### src/rtl/cascade_chain_pkg.sv
package cascade_chain_pkg;

  // Strobes issued by the control half to the datapath half.
  typedef struct packed {
    logic latchChain;  // capture chain enable (strobe fall)
    logic armChain;    // apply captured chain setting (strobe rise)
    logic loadStatus;  // capture a compare result
    logic clearAll;    // configuration set change
  } chainStrobes_t;

endpackage

### src/rtl/cascade_chain_ctrl.sv
module cascade_chain_ctrl
  import cascade_chain_pkg::*;
(
  input  logic          clk,
  input  logic          rstN,
  input  logic          enStrobeN,
  input  logic          chainEnN,
  input  logic          cmpValid,
  input  logic          cfgSwap,
  output chainStrobes_t strobes,
  output logic          chainReq
);

  logic strobePrev;
  logic fallEdge;
  logic riseEdge;

  always_ff @(posedge clk or negedge rstN) begin
    if (!rstN) strobePrev <= 1'b1;
    else       strobePrev <= enStrobeN;
  end

  assign fallEdge = strobePrev & ~enStrobeN;
  assign riseEdge = ~strobePrev & enStrobeN;

  always_comb begin
    strobes.latchChain = fallEdge;
    strobes.armChain   = riseEdge & ~cfgSwap;
    strobes.loadStatus = cmpValid & ~cfgSwap;
    strobes.clearAll   = cfgSwap;
  end

  // chain request captured at the strobe fall, held until the next fall
  always_ff @(posedge clk or negedge rstN) begin
    if (!rstN)                   chainReq <= 1'b0;
    else if (strobes.latchChain) chainReq <= ~chainEnN;
  end

endmodule

### src/rtl/cascade_chain_dp.sv
module cascade_chain_dp
  import cascade_chain_pkg::*;
(
  input  logic          clk,
  input  logic          rstN,
  input  chainStrobes_t strobes,
  input  logic          chainReq,
  input  logic          cmpHit,
  input  logic          cmpMulti,
  input  logic          hasEmpty,
  input  logic          matchFlagEn,
  input  logic          fullFlagEn,
  input  logic          matchInN,
  input  logic          fullInN,
  output logic          matchOutN,
  output logic          fullOutN,
  output logic          devMatchN,
  output logic          devMultiN,
  output logic          ownsMatch
);

  logic chainActive;
  logic statusHit;
  logic statusMulti;
  logic localDrive;

  always_ff @(posedge clk or negedge rstN) begin
    if (!rstN)                 chainActive <= 1'b0;
    else if (strobes.clearAll) chainActive <= 1'b0;
    else if (strobes.armChain) chainActive <= chainReq;
  end

  always_ff @(posedge clk or negedge rstN) begin
    if (!rstN) begin
      statusHit   <= 1'b0;
      statusMulti <= 1'b0;
    end else if (strobes.clearAll) begin
      statusHit   <= 1'b0;
      statusMulti <= 1'b0;
    end else if (strobes.loadStatus) begin
      statusHit   <= cmpHit;
      statusMulti <= cmpHit & cmpMulti;
    end
  end

  assign localDrive = matchFlagEn & statusHit;

  // match chain: disarmed -> held inactive; else upstream OR local
  assign matchOutN = chainActive ? (matchInN & ~localDrive) : 1'b1;
  assign ownsMatch = chainActive & matchInN & localDrive;

  // full chain: full only if upstream full and no local empty entry
  assign fullOutN  = fullFlagEn ? (fullInN | hasEmpty) : fullInN;

  assign devMatchN = ~statusHit;
  assign devMultiN = ~statusMulti;

endmodule

### src/rtl/cascade_flag_chain.sv
module cascade_flag_chain
  import cascade_chain_pkg::*;
(
  input  logic clk,
  input  logic rstN,
  input  logic enStrobeN,
  input  logic chainEnN,
  input  logic cfgSwap,
  input  logic cmpValid,
  input  logic cmpHit,
  input  logic cmpMulti,
  input  logic hasEmpty,
  input  logic matchFlagEn,
  input  logic fullFlagEn,
  input  logic matchInN,
  input  logic fullInN,
  output logic matchOutN,
  output logic fullOutN,
  output logic devMatchN,
  output logic devMultiN,
  output logic ownsMatch
);

  chainStrobes_t strobes;
  logic          chainReq;

  cascade_chain_ctrl u_ctrl (
    .clk       (clk),
    .rstN      (rstN),
    .enStrobeN (enStrobeN),
    .chainEnN  (chainEnN),
    .cmpValid  (cmpValid),
    .cfgSwap   (cfgSwap),
    .strobes   (strobes),
    .chainReq  (chainReq)
  );

  cascade_chain_dp u_dp (
    .clk         (clk),
    .rstN        (rstN),
    .strobes     (strobes),
    .chainReq    (chainReq),
    .cmpHit      (cmpHit),
    .cmpMulti    (cmpMulti),
    .hasEmpty    (hasEmpty),
    .matchFlagEn (matchFlagEn),
    .fullFlagEn  (fullFlagEn),
    .matchInN    (matchInN),
    .fullInN     (fullInN),
    .matchOutN   (matchOutN),
    .fullOutN    (fullOutN),
    .devMatchN   (devMatchN),
    .devMultiN   (devMultiN),
    .ownsMatch   (ownsMatch)
  );

endmodule

### config.mk
export PLATFORM = sky130hd
export DESIGN_NAME = cascade_flag_chain
export DESIGN_NICKNAME = d
export VERILOG_FILES = /design/src/rtl/cascade_chain_pkg.sv /design/src/rtl/cascade_chain_ctrl.sv /design/src/rtl/cascade_chain_dp.sv /design/src/rtl/cascade_flag_chain.sv
export SDC_FILE = /design/constraint.sdc
export NUM_CORES = 1
export LEC_CHECK = 0
export CAP_MARGIN = 40
export CORE_AREA = 2 2 39 41
export DETAILED_ROUTE_END_ITERATION = 10
export DIE_AREA = 0 0 41 43
export HOLD_SLACK_MARGIN = 0.02
export RECOVER_POWER = 100
export SETUP_SLACK_MARGIN = 0.2
export SYNTH_ARGS = -nofsm -noshare
export SYNTH_HDL_FRONTEND = slang
export SYNTH_SLANG_ARGS = --single-unit
### constraint.sdc
create_clock -name clk -period 0.8 [get_ports clk]
set_input_delay 0.24 -clock clk [delete_from_list [all_inputs] [get_ports clk]]
set_output_delay 0.24 -clock clk [all_outputs]
set_load 0.05 [all_outputs]
* After elaboration in Yosys (flattened, before gate mapping)
Cells that the tools add are included.
** Storage, ports and cells
- Flip-flop bits (word level) :: 5
- Bits of input ports :: 13
- Word-level logic and storage cells :: 32
- Output and inout port bits :: 5
** Cells by class
- Reductions and logical operators :: 2
- Mux-type cells :: 8
- Bitwise operators :: 17
** Operators by type and width (count)
- $and 1x1->1 :: 9
- $mux 1 :: 8
- $not 1->1 :: 7
- $reduce_bool 2->1 :: 2
- $or 1x1->1 :: 1

* Longest topological paths before layout
Gate-level depths: netlist (run 1).
- Word-level depth :: 5
- Mapped depth :: 2
- Depth with buffers taken out :: 2

* By module
A second synthesis (run 1) with hierarchy kept.
** Unflattened totals
- Cells, all modules :: 26
- Area total of the unflattened synthesis :: 262.8 um^2
** By module, submodules not included
- cascade_chain_dp :: cells an instance 17, sequential area each 75.1 um^2, times used 1, area each 155.1 um^2
- cascade_chain_ctrl :: cells an instance 9, sequential area each 51.3 um^2, times used 1, area each 107.6 um^2

* Least setup slack after synthesis (run 1)
Ideal clock, no wire load.
- Path kind :: flip-flop to output port
- From :: register u_dp.statusHit
- To :: output port ownsMatch
- Stages on the path, launching flop included :: 3
- Path buffers :: 0
- Arrival :: 1065 ps
- Slack :: -505 ps
- Path through :: dfrtp_1 nand2_1 nor2_1
** On the way
- Word-level cells in the longest chain between the ends :: 2
** RTL lines
- from (decl) :: RTL line cascade_chain_dp.sv:23 : logic statusHit;
- from (signal assigned) :: RTL line cascade_chain_dp.sv:41 : statusHit <= cmpHit;
- $and 1x1->1 :: RTL line cascade_chain_dp.sv:46 : assign localDrive = matchFlagEn & statusHit;
- $and 1x1->1 :: RTL line cascade_chain_dp.sv:50 : assign ownsMatch = chainActive & matchInN & localDrive;
- to (decl) :: RTL line cascade_flag_chain.sv:21 : output logic ownsMatch
No other way between the ends.

* Worst setup path in the final report (run 1)
- From :: register u_dp.statusHit
- To :: output port matchOutN
** On the way
- Word-level cells in the longest chain between the ends :: 4
** RTL lines
- $and 1x1->1 :: RTL line cascade_chain_dp.sv:46
- $not 1->1 :: RTL line cascade_chain_dp.sv:49 : assign matchOutN = chainActive ? (matchInN & ~localDrive) : 1'b1;
- $and 1x1->1 :: RTL line cascade_chain_dp.sv:49
- $mux 1 :: RTL line cascade_chain_dp.sv:49
- to (decl) :: RTL line cascade_flag_chain.sv:17 : output logic matchOutN,
No other way between the ends.

==> run_results.csv, run 1 <==
group,metric,value,unit
outcome,status,"complete, but fails checks",
outcome,violations,"setup timing",
power,irDropWorstVdd,842.3,uV
die,chipWidth,41,um
placement,post_dp_cell_area,521.8,um2
clocking,worstSkewPairLatency,0.24,ns
power,power,775.2,uW
placement,io_buffers,17,
clocking,clk_pin_slew_worst_paths,0.04,ns
synthesis,netlist.area_leader.share,40.20,%
sta,setup_viol,8,
die,rows,14,
finish,num_antenna_cells,0,
sta,holdWs,0.2833,ns
die,start_util,17.99,%
route,num_vias,243,
clocking,hold_buffers,0,
synthesis,yosysSeqAreaShare,50.75,%
power,power.sequential.fraction,37.2,%
power,pwr-share-comb,25.5,%
worst_setup_path,critPathMaxFanout,2,
power,leakage,0.2508,nW
grt,grt_pass1_wl,897,um
sta,drv_slew,0,
die,die_area,1763,um2
worst_setup_path,path_cells,"nand2_2 > a21bo_4 > buf_6",
sta,slew_headroom,83.22,%
synthesis,synth_top_area_cell,"dfrtp_1",
die,num_io_pins,18,
grt,grt_pass1_vias,240,
synthesis,yosys-top-cells-area,"dfrtp_1, dfstp_2, mux2i_1, nand2b_4, nand2b_1",
finish,nFillCells,149,
sta,setup_slack,-0.4461,ns
grt,antenna_found_initial,0,
worst_setup_path,cp_num_buf_inv,1,
clocking,cts-root-buf,"clkbuf_4",
worst_setup_path,arrival,1.01,ns
grt,grt_max_degree,6,
power,powerDensity,1424,nW/um2
route,detail_route.wl_per_cell,8.651,um
finish,finalNetCount,61,
route,first_pass_iters,1,
synthesis,syn_avg_cell_area,10.37,um2
power,clockPowerShare,37.4,%
finish,mostFrequentLayoutCells,"dlygate4sd2_1, buf_6, buf_12, dfrtp_1, clkbuf_4",
sta,min_period,1.246,ns
worst_setup_path,cp_data_required_time,0.56,ns
grt,grt_usage,7.545,%
sta,tns,-1.781,ns
synthesis,ys_warn_count,0,
worst_setup_path,slowest_delay,0.35,ns
worst_setup_path,cpLargestDelayFamily,"flip-flops",
power,power.switching,201.4,uW
sta,final-hold-violation-count,0,
power,p_sw_share,25.99,%
clocking,post_cts_buffers,0,
sta,period_share,155.8,%
synthesis,synth.cell_area,249.0,um2
die,die_h,43,um
route,drcViolationCount,0,
finish,fin_cells,63,
sta,skew,0.001224,ns
placement,dp.cells,59,
clocking,tritoncts,"done",
sta,rsz0062_at_grt,"true",
synthesis,ys_types,15,
finish,drive_above_1_share,46.81,%
synthesis,synth_fp_nets,37,
clocking,cts.htree.levels,1,
placement,place.gp.congestion,0.6470,
flow_run,drv_cap,0,
die,core_area,1384,um2
worst_setup_path,critPathSlowestCell,"dfrtp_1",
worst_setup_path,path_class,"reg -> out",
power,intPower,573.7,uW
sta,max_clock_freq,0.8025,GHz
route,via_per_inst,3.857,
sta,tightest_slew,0.2509,ns
synthesis,synth-seq-cells,5,
worst_hold_path,worstHoldPathType,"in -> reg",
worst_setup_path,end_kind,"output pin",
finish,fin_area,544.3,um2
finish,layout_commonest_cell,"dlygate4sd2_1",
placement,place_ws,-0.5886,ns
finish,area_growth,118.6,%
route,drtIter0Drc,0,
route,routed_wl,545,um
grt,overflow,0,
clocking,clockBufferDepth,2,
worst_setup_path,start_kind,"flip-flop",
route,drtAntennaViolNets,0,
synthesis,synthCells,24,
clocking,numCtsBuffers,3,
clocking,cts_sinks,5,
finish,fin_util,39.33,%
placement,dpl.hpwl,449.5,um
-- registers in the layout, indices dropped and copies added, names as in the netlist --
name               flops
u_dp.statusMulti       1
u_ctrl.strobePrev      1
u_dp.statusHit         1
u_dp.chainActive       1
u_ctrl.chainReq        1
-- synthesized netlist by cell type, drive strengths merged --
cell type  n
mux2i      2
nor2b      1
nand4bb    1
nand3      1
o21ai      1
a21o       1
dfrtp      4
nor2       2
a21oi      1
nand2      2
nand2b     3
a21bo      1
inv        3
dfstp      1
-- cells by family after synthesis --
logic type	Yosys count	share of synthesized area [%]
flip-flops	5	50.76
buffers and inverters	3	4.522
AND/OR/NAND/NOR	10	25.63
multiplexers	2	8.041
AO/OA/AOI/OAI	4	11.05
-- metal layers --
metal  global-route usage (%)  up-vias  share of wire, %
met4                    6.000        0                 0
met5                        0        -                 0
li1                         -      125                 -
met1                    9.385      106                43
met2                    10.63       12                46
met3                    1.571        0                11
-- worst paths after layout --
| kind | from | end | slack [ns] | cells past startpoint |
|---|---|---|---|---|
| max reg2reg | u_ctrl.strobePrev$_DFF_PN1_ | u_dp.chainActive$_DFFE_PN0P_ | -0.05 | 2 |
| max | u_dp.statusHit$_DFFE_PN0P_ | matchOutN | -0.45 | 3 |
| min reg2reg | u_ctrl.chainReq$_DFFE_PN0P_ | u_ctrl.chainReq$_DFFE_PN0P_ | 0.52 | 2 |
| min in group asynchronous | rstN | u_dp.chainActive$_DFFE_PN0P_ | 0.30 | 1 |
| max in group asynchronous | rstN | u_ctrl.strobePrev$_DFF_PN1_ | 0.24 | 1 |
| min | enStrobeN | u_ctrl.strobePrev$_DFF_PN1_ | 0.28 | 1 |
-- power groups by stage --
stage,Clock (mW),Combinational (mW),Sequential [mW]
after floorplan,0,0.0862,0.290
after global placement,0,0.209,0.291
after detailed placement,0,0.211,0.292
after CTS,0.304,0.202,0.288
after global routing,0.319,0.212,0.292
final,0.290,0.198,0.288
-- repair_timing --
| item | CTS | global route |
|---|---|---|
| setup endpoints to repair | 9 | 9 |
| gates resized for setup | 22 | 0 |
| pin swaps | 4 | 3 |
-- cell type report --
class	instances	area, um2	area share, %
clock buffer	4	26.28	4.828
timing repair buffer	19	219.0	40.23
sequential	5	126.4	23.22
inverter	3	15.01	2.759
tap	16	20.02	3.678
multi-input combinational	16	137.6	25.29
(Power assumes the default switching activity.)
==> run 2, diff against run 1 <==
Settings changed: TNS_END_PERCENT from default to 5.
Clock period 0.8 ns to 1.6 ns, I/O delays scaled along.
==> run 2 against run 1 <==
The flow now finishes without violations. First-iteration DRC count is 2 higher. Clock power fell by 50%. Non-clock buffer count is the same. Worst setup slack gained 0.53 ns. Clock skew is 0.0012 ns higher. Die area did not move. Via count increased by 4.9%. Routed wire length rose by 9.9%. Register-to-register slack improved by 0.81 ns. Sequential share of layout area is 3.7 points higher. Critical endpoint is now ownsMatch. Largest power group unchanged.
==> run_results.csv, run 2 (synthesized netlist as in run 1, its figures left out) <==
group,metric,value,unit
outcome,status,"completed",
sta,slew_headroom,81.47,%
die,die_h,43,um
finish,finalNetCount,61,
sta,skew,0.002378,ns
placement,dp.cells,58,
power,pwr-share-comb,22.1,%
route,detail_route.wl_per_cell,9.508,um
grt,antenna_found_initial,0,
die,chipWidth,41,um
sta,rsz0062_at_grt,"true",
finish,area_growth,88.44,%
sta,drv_slew,0,
worst_hold_path,worstHoldPathType,"in -> async",
power,intPower,272.9,uW
power,power,368.7,uW
route,routed_wl,599,um
route,first_pass_iters,2,
sta,tns,0,ns
grt,grt_usage,9.302,%
route,via_per_inst,4.048,
flow_run,drv_cap,0,
finish,regArea,126.4,um2
clocking,numCtsBuffers,3,
worst_setup_path,end_kind,"output pin",
power,irDropWorstVdd,525.6,uV
clocking,clockBufferDepth,2,
clocking,tritoncts,"done",
power,leakage,0.2129,nW
clocking,hold_buffers,0,
die,start_util,17.99,%
finish,nFillCells,150,
route,drtIter0Drc,2,
die,rows,14,
sta,min_period,1.517,ns
placement,io_buffers,17,
grt,grt_pass1_wl,1014,um
finish,drive_above_1_share,36.17,%
grt,grt_max_degree,6,
route,drtAntennaViolNets,0,
worst_setup_path,start_kind,"flip-flop",
sta,tightest_slew,0.2791,ns
clocking,cts.htree.levels,1,
worst_setup_path,cp_data_required_time,1.12,ns
die,core_area,1384,um2
die,die_area,1763,um2
power,powerDensity,785.8,nW/um2
route,drcViolationCount,0,
grt,overflow,0,
grt,grt_pass1_vias,260,
power,power.switching,95.82,uW
clocking,clk_pin_slew_worst_paths,0.04,ns
worst_setup_path,critPathMaxFanout,2,
die,num_io_pins,18,
sta,max_clock_freq,0.6593,GHz
power,p_sw_share,25.99,%
route,num_vias,255,
finish,mostFrequentLayoutCells,"clkbuf_4, clkdlybuf4s50_1, dfrtp_1",
clocking,cts_sinks,5,
sta,setup_viol,0,
finish,num_antenna_cells,0,
power,clockPowerShare,39.1,%
clocking,worstSkewPairLatency,0.24,ns
worst_setup_path,arrival,1.04,ns
worst_setup_path,path_class,"reg -> out",
finish,multi_input_area,116.4,um2
placement,dpl.hpwl,482.8,um
power,power.sequential.fraction,38.8,%
sta,final-hold-violation-count,0,
clocking,cts-root-buf,"clkbuf_4",
sta,period_share,94.80,%
placement,place.gp.congestion,0.6737,
finish,fin_cells,63,
==> run 2: cell count changes in the layout (fill, tap and decap cells not counted), sizes merged <==
cell           delta
dlygate4sd3       +2
clkinvlp          -1
buf               -3
clkdlybuf4s15     +3
inv               +1
clkdlybuf4s50     +3
dlygate4sd2       -7
clkbuf            +2
==> run 2: worst paths after layout <==
path                                              from                            to  slack, ns  cells past startpoint
max in group asynchronous                         rstN   u_ctrl.strobePrev$_DFF_PN1_       0.81                      1
max reg2reg                u_ctrl.strobePrev$_DFF_PN1_  u_dp.chainActive$_DFFE_PN0P_       0.76                      2
min reg2reg                u_ctrl.chainReq$_DFFE_PN0P_   u_ctrl.chainReq$_DFFE_PN0P_       0.53                      2
min                                               rstN  u_dp.chainActive$_DFFE_PN0P_       0.53                      1
min in group clk           u_ctrl.chainReq$_DFFE_PN0P_   u_ctrl.chainReq$_DFFE_PN0P_       0.53                      2
max                         u_dp.statusHit$_DFFE_PN0P_                     ownsMatch       0.08                      4
==> run 2: per-stage QoR <==
| step | setup WS [ns] | instance area, um2 | util, % | hold slack, ns |
|---|---|---|---|---|
| 6_report | 0.08313 | 469.2 | 33.91 | 0.5282 |
| 5_1_grt | 0.02173 | 469.2 | 33.91 | 0.5290 |
| 4_1_cts | 0.08897 | 531.8 | 38.43 | 0.4588 |
| 3_5_place_dp | -0.2843 | 491.7 | 35.53 | 0.5299 |
| 3_3_place_gp | -0.2717 | 491.7 | 35.53 | 0.5172 |
| 2_1_floorplan | 0.2267 | 256.5 | - | 0.1844 |
==> run 2: final cells by class <==
type / instances / share of cell area (%)
flip-flops and latches: 5 / 26.93
repair buffers: 19 / 36.00
clock buffers: 4 / 5.600
multi-input cells: 16 / 24.80
well taps: 16 / 4.267
inverters: 3 / 2.400
==> run 2: critical path: stages (launching register included) <==
cell,delay (ns)
dfrtp_1,0.36
nand2_2,0.07
buf_6,0.12
nor2_4,0.06
buf_4,0.19
==> run 2: repair_timing <==
| action | in CTS | in global routing |
|---|---|---|
| endpoints found under the setup margin | 3 | 4 |
| gates resized for setup | 18 | 0 |
| setup buffers | 1 | 0 |
| pin swaps | 4 | 1 |
==> run 2: power groups by stage <==
stage	Clock, mW	Combinational [mW]	Sequential [mW]
global placement	0	0.0968	0.145
global route	0.163	0.0881	0.145
CTS	0.153	0.100	0.144
detailed placement	0	0.0979	0.146
finish	0.144	0.0814	0.143
floorplan	0	0.0393	0.144
==> run 2: layer usage <==
layer / part of all wire, % / global-route usage [%]
met2: 46 / 14.06
met4: 0 / 6.000
met1: 38 / 8.224
met3: 16 / 6.806
met5: 0 / 0
